File: src/rtl/trc_pkg.sv
package trc_pkg;

  localparam int CMP_MAX = 32;

  typedef enum logic [1:0] {
    CMP_EQ  = 2'd0,
    CMP_LT  = 2'd1,
    CMP_IN  = 2'd2,
    CMP_ANY = 2'd3
  } cmp_mode_e;

  typedef enum logic [1:0] {
    FLD_ADDR = 2'd0,
    FLD_DATA = 2'd1,
    FLD_STAT = 2'd2,
    FLD_ALT  = 2'd3
  } fld_e;

  typedef enum logic [2:0] {
    SQ_IDLE,
    SQ_LV0,
    SQ_LV1,
    SQ_POST,
    SQ_HOLD
  } seq_e;

  // Setup word, bit 8 down to bit 0.
  typedef struct packed {
    logic      comb_or;
    cmp_mode_e m1;
    fld_e      f1;
    cmp_mode_e m0;
    fld_e      f0;
  } lvl_setup_t;

  function automatic logic term_hit(input cmp_mode_e m,
                                    input logic [CMP_MAX-1:0] v,
                                    input logic [CMP_MAX-1:0] lo,
                                    input logic [CMP_MAX-1:0] hi);
    logic r;
    case (m)
      CMP_EQ:  r = (v == lo);
      CMP_LT:  r = (v < lo);
      CMP_IN:  r = (v >= lo) && (v <= hi);
      default: r = 1'b1;
    endcase
    return r;
  endfunction

endpackage

File: src/rtl/trc_level.sv
module trc_level
  import trc_pkg::*;
#(
  parameter int AW = 16,
  parameter int DW = 16,
  parameter int SW = 4
) (
  input  logic [AW-1:0]                addr,
  input  logic [DW-1:0]                data,
  input  logic [SW-1:0]                stat,
  input  lvl_setup_t                   setup,
  input  logic [1:0][CMP_MAX-1:0]      lo,
  input  logic [1:0][CMP_MAX-1:0]      hi,
  output logic                         hit
);

  logic [1:0] term;

  for (genvar gi = 0; gi < 2; gi++) begin : g_term
    fld_e               sel;
    cmp_mode_e          md;
    logic [CMP_MAX-1:0] val;

    assign sel = (gi == 0) ? setup.f0 : setup.f1;
    assign md  = (gi == 0) ? setup.m0 : setup.m1;

    always_comb begin
      case (sel)
        FLD_DATA: val = CMP_MAX'(data);
        FLD_STAT: val = CMP_MAX'(stat);
        default:  val = CMP_MAX'(addr);
      endcase
    end

    assign term[gi] = term_hit(md, val, lo[gi], hi[gi]);
  end

  assign hit = setup.comb_or ? (|term) : (&term);

endmodule

File: src/rtl/trc_seq.sv
module trc_seq
  import trc_pkg::*;
#(
  parameter int CNT_W = 20
) (
  input  logic             clk,
  input  logic             rst_n,
  input  logic             arm_ev,
  input  logic             stop_ev,
  input  logic             smp_valid,
  input  logic             hit0,
  input  logic             hit1,
  input  logic [CNT_W-1:0] post,
  output logic             cap_we,
  output logic             trig_ev,
  output logic             frozen,
  output logic             trig_fired
);

  seq_e             st;
  logic [CNT_W-1:0] rem;
  logic             capturing;

  function automatic logic post_last(input logic [CNT_W-1:0] r);
    return r == CNT_W'(1);
  endfunction

  assign capturing = (st == SQ_LV0) || (st == SQ_LV1) || (st == SQ_POST);
  assign cap_we    = smp_valid && capturing && !arm_ev && !stop_ev;
  assign trig_ev   = cap_we && (st == SQ_LV1) && hit1;
  assign frozen    = (st == SQ_HOLD);

  always_ff @(posedge clk or negedge rst_n) begin
    if (!rst_n) begin
      st         <= SQ_IDLE;
      rem        <= '0;
      trig_fired <= 1'b0;
    end else if (arm_ev) begin
      st         <= SQ_LV0;
      rem        <= '0;
      trig_fired <= 1'b0;
    end else if (stop_ev) begin
      st <= SQ_IDLE;
    end else if (cap_we) begin
      case (st)
        SQ_LV0: if (hit0) st <= SQ_LV1;
        SQ_LV1: if (trig_ev) begin
          trig_fired <= 1'b1;
          if (post == '0) st <= SQ_HOLD;
          else begin
            rem <= post;
            st  <= SQ_POST;
          end
        end
        SQ_POST: begin
          if (post_last(rem)) st <= SQ_HOLD;
          else rem <= rem - CNT_W'(1);
        end
        default: st <= st;
      endcase
    end
  end

endmodule

File: src/rtl/trc_ring.sv
module trc_ring #(
  parameter int DEPTH = 16,
  parameter int RW    = 36,
  parameter int PW    = 4
) (
  input  logic          clk,
  input  logic          rst_n,
  input  logic          clr,
  input  logic          we,
  input  logic [RW-1:0] wdata,
  input  logic          trig_ev,
  input  logic [PW-1:0] rd_idx,
  output logic [PW-1:0] wptr,
  output logic          wrapped,
  output logic [PW-1:0] trig_idx,
  output logic [RW-1:0] rd_data
);

  logic [RW-1:0] mem [DEPTH];

  function automatic logic [PW-1:0] step(input logic [PW-1:0] p);
    return (p == PW'(DEPTH - 1)) ? '0 : p + PW'(1);
  endfunction

  always_ff @(posedge clk) begin
    if (we && !clr) mem[wptr] <= wdata;
  end

  always_ff @(posedge clk or negedge rst_n) begin
    if (!rst_n) begin
      wptr     <= '0;
      wrapped  <= 1'b0;
      trig_idx <= '0;
    end else if (clr) begin
      wptr     <= '0;
      wrapped  <= 1'b0;
      trig_idx <= '0;
    end else if (we) begin
      wptr <= step(wptr);
      if (wptr == PW'(DEPTH - 1)) wrapped <= 1'b1;
      if (trig_ev) trig_idx <= wptr;
    end
  end

  always_ff @(posedge clk or negedge rst_n) begin
    if (!rst_n) rd_data <= '0;
    else        rd_data <= mem[rd_idx];
  end

endmodule

File: src/rtl/trc_capture.sv
module trc_capture
  import trc_pkg::*;
#(
  parameter int AW     = 16,
  parameter int DW     = 16,
  parameter int SW     = 4,
  parameter int DEPTH  = 16,
  parameter int CNT_W  = 20,
  parameter int CFG_AW = 4,
  parameter int CFG_W  = 32,
  localparam int RW    = AW + DW + SW,
  localparam int PW    = $clog2(DEPTH)
) (
  input  logic              clk,
  input  logic              rst_n,
  input  logic              smp_valid,
  input  logic [AW-1:0]     smp_addr,
  input  logic [DW-1:0]     smp_data,
  input  logic [SW-1:0]     smp_stat,
  input  logic              cfg_we,
  input  logic [CFG_AW-1:0] cfg_addr,
  input  logic [CFG_W-1:0]  cfg_wdata,
  input  logic [PW-1:0]     rd_idx,
  output logic [RW-1:0]     rd_data,
  output logic              trig_fired,
  output logic              brk_req,
  output logic              frozen,
  output logic              wrapped,
  output logic [PW-1:0]     trig_idx,
  output logic [PW-1:0]     wr_idx
);

  localparam logic [CFG_AW-1:0] A_CTRL = CFG_AW'(0);
  localparam logic [CFG_AW-1:0] A_POST = CFG_AW'(1);
  localparam logic [CFG_AW-1:0] A_BLO  = CFG_AW'(2);
  localparam logic [CFG_AW-1:0] A_BHI  = CFG_AW'(9);
  localparam logic [CFG_AW-1:0] A_SET0 = CFG_AW'(10);
  localparam logic [CFG_AW-1:0] A_SET1 = CFG_AW'(11);

  logic                          brk_en;
  logic [CNT_W-1:0]              post_q;
  lvl_setup_t [1:0]              setup_q;
  logic [1:0][1:0][CMP_MAX-1:0]  lo_q;
  logic [1:0][1:0][CMP_MAX-1:0]  hi_q;
  logic [CFG_AW-1:0]             off;
  logic                          is_bound;

  // Named internal events, also observed by the bound checker.
  logic          arm_ev;
  logic          stop_ev;
  logic [1:0]    lvl_hit;
  logic          cap_we;
  logic          trig_ev;
  logic [PW-1:0] wptr;

  assign off      = cfg_addr - A_BLO;
  assign is_bound = (cfg_addr >= A_BLO) && (cfg_addr <= A_BHI);
  assign arm_ev   = cfg_we && (cfg_addr == A_CTRL) && cfg_wdata[0];
  assign stop_ev  = cfg_we && (cfg_addr == A_CTRL) && !cfg_wdata[0];

  always_ff @(posedge clk or negedge rst_n) begin
    if (!rst_n) begin
      brk_en  <= 1'b0;
      post_q  <= '0;
      setup_q <= '0;
      lo_q    <= '0;
      hi_q    <= '0;
    end else if (cfg_we) begin
      if (cfg_addr == A_CTRL) brk_en <= cfg_wdata[1];
      else if (cfg_addr == A_POST) post_q <= CNT_W'(cfg_wdata);
      else if (is_bound) begin
        if (off[0]) hi_q[off[2]][off[1]] <= CMP_MAX'(cfg_wdata);
        else        lo_q[off[2]][off[1]] <= CMP_MAX'(cfg_wdata);
      end
      else if (cfg_addr == A_SET0) setup_q[0] <= lvl_setup_t'(cfg_wdata[8:0]);
      else if (cfg_addr == A_SET1) setup_q[1] <= lvl_setup_t'(cfg_wdata[8:0]);
    end
  end

  for (genvar lv = 0; lv < 2; lv++) begin : g_lvl
    trc_level #(.AW(AW), .DW(DW), .SW(SW)) u_lvl (
      .addr  (smp_addr),
      .data  (smp_data),
      .stat  (smp_stat),
      .setup (setup_q[lv]),
      .lo    (lo_q[lv]),
      .hi    (hi_q[lv]),
      .hit   (lvl_hit[lv])
    );
  end

  trc_seq #(.CNT_W(CNT_W)) u_seq (
    .clk        (clk),
    .rst_n      (rst_n),
    .arm_ev     (arm_ev),
    .stop_ev    (stop_ev),
    .smp_valid  (smp_valid),
    .hit0       (lvl_hit[0]),
    .hit1       (lvl_hit[1]),
    .post       (post_q),
    .cap_we     (cap_we),
    .trig_ev    (trig_ev),
    .frozen     (frozen),
    .trig_fired (trig_fired)
  );

  trc_ring #(.DEPTH(DEPTH), .RW(RW), .PW(PW)) u_ring (
    .clk      (clk),
    .rst_n    (rst_n),
    .clr      (arm_ev),
    .we       (cap_we),
    .wdata    ({smp_addr, smp_data, smp_stat}),
    .trig_ev  (trig_ev),
    .rd_idx   (rd_idx),
    .wptr     (wptr),
    .wrapped  (wrapped),
    .trig_idx (trig_idx),
    .rd_data  (rd_data)
  );

  assign wr_idx = wptr;

  always_ff @(posedge clk or negedge rst_n) begin
    if (!rst_n) brk_req <= 1'b0;
    else        brk_req <= trig_ev && brk_en;
  end

endmodule

File: config.mk
export PLATFORM = sky130hd
export DESIGN_NAME = trc_capture
export DESIGN_NICKNAME = d
export VERILOG_FILES = /design/src/rtl/trc_pkg.sv /design/src/rtl/trc_level.sv /design/src/rtl/trc_seq.sv /design/src/rtl/trc_ring.sv /design/src/rtl/trc_capture.sv
export SDC_FILE = /design/constraint.sdc
export NUM_CORES = 1
export LEC_CHECK = 0
export CAP_MARGIN = 20
export CELL_PAD_IN_SITES_DETAIL_PLACEMENT = 1
export CELL_PAD_IN_SITES_GLOBAL_PLACEMENT = 2
export CORE_ASPECT_RATIO = 1.1
export CORE_MARGIN = 2
export CORE_UTILIZATION = 45
export DETAILED_ROUTE_END_ITERATION = 12
export HOLD_SLACK_MARGIN = 0.08
export PLACE_DENSITY = 0.86
export SYNTH_ARGS = -nofsm -noshare
export SYNTH_HDL_FRONTEND = slang
export SYNTH_SLANG_ARGS = --single-unit
File: constraint.sdc
create_clock -name clk -period 5.1 [get_ports clk]
set_clock_uncertainty 0.2 [all_clocks]
set_input_delay 1.53 -clock clk [delete_from_list [all_inputs] [get_ports clk]]
set_output_delay 1.53 -clock clk [all_outputs]
set_load 0.01 [all_outputs]
-- After elaboration in Yosys (flattened, before gate mapping)
Memories as Yosys holds them, arrays and structs flattened. A register that Yosys moved wholly into a read port is not among the register bits.
Cells that the tools add are included.
W data, S select, Z words.
- register bits after elaboration: 329
- bits in writable memories: 576
- input port bits: 80
- output and inout port bits: 48
- logic and storage cells: 188
- memories kept: 1
- add/subtract/negate cells: 3
- $lt $le $gt $ge: 18
- eq/ne operators: 36
- multiplexer cells: 47
- bitwise operators: 5
- reduce and logical (&&, ||, !) cells: 51
- memories (memory ; depth ; width ; read ports ; clocked after memory_dff ; write ports ; line ; text):
    u_ring.mem ; 16 ; 36 ; 1 ; 1 ; 1 ; trc_ring.sv:19 ; logic [RW-1:0] mem [DEPTH];
- operator list (cell ; number):
    $bwmux W128 ; 2
    $eq A16 B32 Y1 ; 4
    $ge A16 B32 Y1 ; 4
    $le A16 B32 Y1 ; 4
    $lt A16 B32 Y1 ; 4
    $pmux W16 S2 ; 4
    $mux W20 ; 6
    $demux W64 S1 ; 1
    $mux W64 ; 1
    $pmux W20 S2 ; 1
    $demux W32 S1 ; 1
    $mux W32 ; 1
    $mux W4 ; 6
    $mux W3 ; 7
    $eq A20 B1 Y1 const B ; 1
    $logic_not A20 Y1 ; 1
    $reduce_and A5 Y1 ; 4
    $sub A20 B1 Y20 const B ; 1
    $logic_and A1 B1 Y1 ; 17
    $eq A2 B1 Y1 const B ; 8
    $eq A2 B2 Y1 const B ; 8
    $eq A4 B4 Y1 const B ; 3
    $mux W1 ; 12
    $ne A4 B2 Y1 const B ; 3
    other kinds (27) ; 56

-- Depth between registers and ports, before layout
- word-level depth: 13
- mapped depth: 18
- depth with buffers taken out: 16

-- Modules after synthesis
From an unflattened synthesis, not the netlist that was laid out.
- cells, all modules: 2560
- area total of the unflattened synthesis: 40911.7 µm²
- by module, submodules not included (module ; times used ; cells an instance ; area an instance (µm²) ; seq. area each (µm²)):
    trc_ring ; 1 ; 988 ; 22962.0 ; 18422.7
    trc_capture ; 1 ; 652 ; 11368.4 ; 7407.1
    trc_level ; 2 ; 350 ; 2361.0 ; 0.0
    trc_seq ; 1 ; 220 ; 1859.3 ; 600.6

-- Worst setup path after synthesis
No wires, ideal clock.
- path kind: input to register
- from: input smp_stat[1]
- to: register u_seq.rem[10]
- setup time: 0.122 ns
- arrival time: 4.190 ns
- required time: 4.778 ns
- path slack: 0.589 ns
- cell stages on the path: 14
- path buffers: 1
- cells stage by stage: a22oi_1 o21ai_0 ha_1 nor2b_1 o211a_1 o21ai_0 a41oi_1 nor4b_1 a211oi_1 maj3_1 o21ai_4 buf_6 o21ai_0 a32o_1
- longest elaborated chain between the ends: 9
- elaborated cells on any way between the ends: 20
- classes of those cells: order compare: 6; eq/ne: 3; mux: 5; reduce/logical: 6
- ends and longest elaborated chain (item ; line ; text):
    start, declared ; trc_capture.sv:19 ; input logic [SW-1:0] smp_stat,
    $pmux W16 S2 ; trc_level.sv:28 ; case (sel)
    $ge A16 B32 Y1 or $le A16 B32 Y1 (tied branches) ; trc_pkg.sv:44 ; CMP_IN: r = (v >= lo) && (v <= hi);
    $logic_and A1 B1 Y1 ; trc_pkg.sv:44 ;
    $pmux W1 S3 ; trc_pkg.sv:41 ; case (m)
    $reduce_and A2 Y1 or $reduce_or A2 Y1 (tied branches) ; trc_level.sv:38 ; assign hit = setup.comb_or ? (|term) : (&term);
    $mux W1 (*) ; trc_level.sv:38 ;
    $logic_and A1 B1 Y1 (*) ; trc_seq.sv:30 ; assign trig_ev = cap_we && (st == SQ_LV1) && hit1;
    $ne A3 B2 Y1 (no source line) (*) ; n/a ;
    $reduce_and A6 Y1 (no source line) (*) ; n/a ;
    end signal, assigned ; trc_seq.sv:51 ; rem <= post;
    end signal, assigned ; trc_seq.sv:57 ; else rem <= rem - CNT_W'(1);
    end, declared ; trc_seq.sv:21 ; logic [CNT_W-1:0] rem;
Every way passes the cells marked *; elsewhere a longest branch is shown, timed or not.
A chain may end at the register's enable or synchronous reset.

-- Worst setup path in the final report
- from: input smp_addr[15]
- to: register u_seq.rem[19]
- longest elaborated chain between the ends: 9
- elaborated cells on any way between the ends: 20
- classes of those cells: order compare: 6; eq/ne: 3; mux: 5; reduce/logical: 6
- ends and longest elaborated chain (item ; line ; text):
    start, declared ; trc_capture.sv:17 ; input logic [AW-1:0] smp_addr,
    $pmux W16 S2 ; trc_level.sv:28 ;
    $ge A16 B32 Y1 or $le A16 B32 Y1 (tied branches) ; trc_pkg.sv:44 ;
    $logic_and A1 B1 Y1 ; trc_pkg.sv:44 ;
    $pmux W1 S3 ; trc_pkg.sv:41 ;
    $reduce_and A2 Y1 or $reduce_or A2 Y1 (tied branches) ; trc_level.sv:38 ;
    $mux W1 (*) ; trc_level.sv:38 ;
    $logic_and A1 B1 Y1 (*) ; trc_seq.sv:30 ;
    $ne A3 B2 Y1 (no source line) (*) ; n/a ;
    $reduce_and A6 Y1 (no source line) (*) ; n/a ;
Marked as above.

==> results.md <==
* Vias in the first global route at 26760
* Worst hold start: u_seq.trig_fired
* Iter 0 DRT Violations at 2132
* P_leak at 18.27 nW
* Final std cells w/o fill at 4119
* Worst slew pin tran at 1.052 ns
* Simple-Gate Fraction of Synth Area at 5.310%
* WS Path Type: primary input to flop
* Reg-to-Reg End: u_seq.rem[19]
* Slew HR at 29.52%
* Ys async rst share at 38.79%
* # setup viols final at 0
* Synth Cell Area at 0.04015 mm2
* GRT Util Overall at 26.46%
* Ports at 128
* Worst Path Required at 5.45 ns
* PnR Total Power at 22.16 mW
* Xor/xnor cell area share of the yosys netlist at 0.02181%
* Num rows at 114
* Die W at 288.8 um
* Grt ovf at 0
* DIE HEIGHT at 317.3 um
* Startpoint of the worst-slack reg-to-reg timing path: setup_q[9]
* Worst-path cell chain: clkdlybuf4s50_1, nand2_1, o21ai_0, buf_4, ha_1, nand4_1, nor4_1, buf_4, nand3_1, o31ai_1, a211oi_1, maj3_2, o21ai_4, buf_12, o21ai_0, a32o_1
* Vias/cell at 5.967
* RSZ-0062 raised after global routing: no
* Clk slew on worst S/H paths at 0.06 ns
* Post-synthesis adder-cell area fraction at 4.475%
* Area fraction in compound gates after synthesis at 5.310%
* DRC Markers at 0
* H-tree levels at 3
* Cell variety after synth at 68
* First-pass GRT wire length at 176600 um
* Hold Buf Count CTS at 0
* CP Launch Type: primary input
* Worst Path Buf+Inv at 4
* Worst Hold Class: flop to flop
* Layout area overhead at 19.21%
* CP peak stage delay at 0.53 ns
* Final Hold Violating Endpoints at 0
* Hold endpoint: u_seq.trig_fired
* WL/cell at 29.02 um
* Initial antenna violation count at 2
* Root buf cell: clkbuf_16
* Pin count of the biggest net entering global routing at 100
* Routability Congestion at 0.8876
* Worst Reg-to-Reg Cells at 16
* EDFF count, synth at 576
* Max-slew violations at 0
* Post-layout minimum cycle time at 4.987 ns
* Crit-path slowest cell: clkdlybuf4s50_1
* Max cap viols at 0
* Max frequency at 200.5 MHz
* IO Port Bufs at 127
* Worst Path Arrival at 5.33 ns
* Power Density at 463.0 mW/mm2
* CTS Sinks at 941
* Routed WL at 119500 um
* Placed Cells at 3941
* Clk buf depth at 3
* Worst VDD drop at 0.3396 mV
* NumNets Final at 3100
* Synth Warn # at 0
* Crit share post-route at 97.78%
* R2R setup slack at 0.49 ns
* Status: completed
* Via count at 24580
* Top FF cell, synth: edfxtp_1
* CP top delay family: buffers and inverters
* Share of cells above drive strength 1 at 27.66%
* Avg Cell Area, Syn at 15.71 um2
* Sequential area share after synthesis at 65.83%
* Clk Latency, worst-skew pair at 0.71 ns
* FILL cells at 8282
* Final HPWL DP at 75530 um
* CP Capture Type: flop
* Multiplexer area fraction after synthesis at 16.38%
* Min-Delay Path Depth at 1
* Main combinational cell family by area after synthesis: multiplexers
* Core ar. at 0.08815 mm2
* CTS Buf Count at 94
* Post-synth net total at 2777
* Initial core utilization at 45.55%
* Drt first pass iters at 5
* Seq cells post-synth at 941
* Final ANT Viol Nets at 0
* Worst path depth at 16
* Gate Count Post-Synth at 2555
* Crit path max fanout at 32
* Die Area at 0.09163 mm2
* CTS tree: yes
cells in the mapped netlist, types with 17 or more instances:
library cell,count,share of area (%)
edfxtp_1,576,43
dfrtp_1,365,23
nand2_1,224,2.1
mux2_2,223,6.3
mux4_2,180,10
o21ai_0,157,2.0
inv_1,148,1.4
ha_1,142,4.4
clkbuf_1,90,0.84
a21oi_1,61,0.76
nor2_1,45,0.42
nor4_1,41,0.64
buf_1,29,0.27
nand4_1,28,0.44
nand3_1,20,0.25
nor3_1,20,0.25
and2_1,19,0.30
a21o_1,17,0.32
a22oi_1,17,0.32
final cells by class:
type                            count  area (um2)  share of cell area [%]
Clock buffer                      124        2555                   5.338
Antenna cell                        2       5.005                 0.01046
Multi-Input combinational cell   1337       12760                   26.65
Clock inverter                     51       650.6                   1.359
Tap cell                         1160        1451                   3.032
Sequential cell                   941       26430                   55.22
Timing Repair Buffer              356        3460                   7.228
Inverter                          148       555.5                   1.161
stage by stage:
stage                     hold slack, ns  setup TNS, ns  setup slack, ns  instance area [um2]  util, %
final                             0.2828              0           0.1133                47860    54.30
after global placement            0.2621         -14.93          -0.9810                44570    50.57
after global routing              0.3084              0         0.004015                47860    54.29
after detailed placement          0.2727         -16.60           -1.016                44570    50.57
after floorplan                   0.2383              0           0.5887                40150        -
after CTS                         0.2872              0          0.01222                47790    54.22
sequential cells by signal (all words and copies together), names as in the netlist:
name and count:
setup_q 18, u_ring.wrapped 1, u_ring.wptr 4, brk_req 1, post_q 20, u_seq.st 3
u_ring.mem 576, u_ring.trig_idx 4, lo_q 128, u_ring.rd_data 36, u_seq.trig_fired 1, brk_en 1
hi_q 128, u_seq.rem 20
placed cells by master (no fill, tap or decap), drive strengths merged, types with 19 or more instances in the layout:
master | Yosys | layout
a21oi | 62 | 62
and2 | 19 | 19
buf | 34 | 234
clkbuf | 95 | 124
clkdlybuf4s50 | 0 | 120
clkinv | 0 | 37
dfrtp | 365 | 365
edfxtp | 576 | 576
ha | 142 | 142
inv | 148 | 150
mux2 | 223 | 223
mux4 | 180 | 180
nand2 | 224 | 224
nand3 | 21 | 21
nand4 | 28 | 28
nor2 | 45 | 45
nor3 | 20 | 20
nor4 | 41 | 41
o21ai | 160 | 160
what timing repair did:
| action | CTS | global route |
|---|---|---|
| setup endpoints to repair | 16 | 28 |
| pin swaps | 1 | 1 |
| cloned | 0 | 0 |
| setup buffers | 0 | 1 |
| resized for setup | 3 | 23 |
how the worst max path moves through the flow:
stage,from,endpoint,slack [ns]
after floorplan,smp_stat[1],u_seq.rem[10],0.59
after global placement,smp_data[9],u_seq.st[0],-0.98
after detailed placement,smp_data[9],u_seq.st[0],-1.02
after CTS,smp_data[15],u_seq.rem[2],0.01
after global routing,smp_addr[15],u_seq.rem[8],0.004
final,smp_addr[15],u_seq.rem[19],0.11
cells by family (layout without fill, tap and decap cells):
| group | count (synthesis) | in the layout |
|---|---|---|
| flip-flops | 941 | 941 |
| AND/OR/NAND/NOR | 446 | 446 |
| multiplexers | 404 | 404 |
| AO/OA/AOI/OAI | 342 | 342 |
| buffers and inverters | 277 | 679 |
| adder cells (fa/ha/maj) | 144 | 144 |
| XOR/XNOR | 1 | 1 |
| other | 0 | 2 |
routing by layer:
metal,vias to the layer above,part of all wire (%),global-route usage (%)
met3,211,6.1,3.917
li1,10370,-,-
met1,13000,39,32.76
met4,0,3.2,9.067
met2,994,52,47.38
met5,-,0,0
where the power goes:
part / switching (mW) / total, mW / leakage [nW] / internal, mW
registers: 0.557 / 9.78 / 9.64 / 9.23
logic: 2.93 / 5.23 / 7.08 / 2.30
clock network: 3.07 / 7.15 / 1.56 / 4.08
total: 6.55 / 22.2 / 18.3 / 15.6
(Power assumes the default switching activity.)
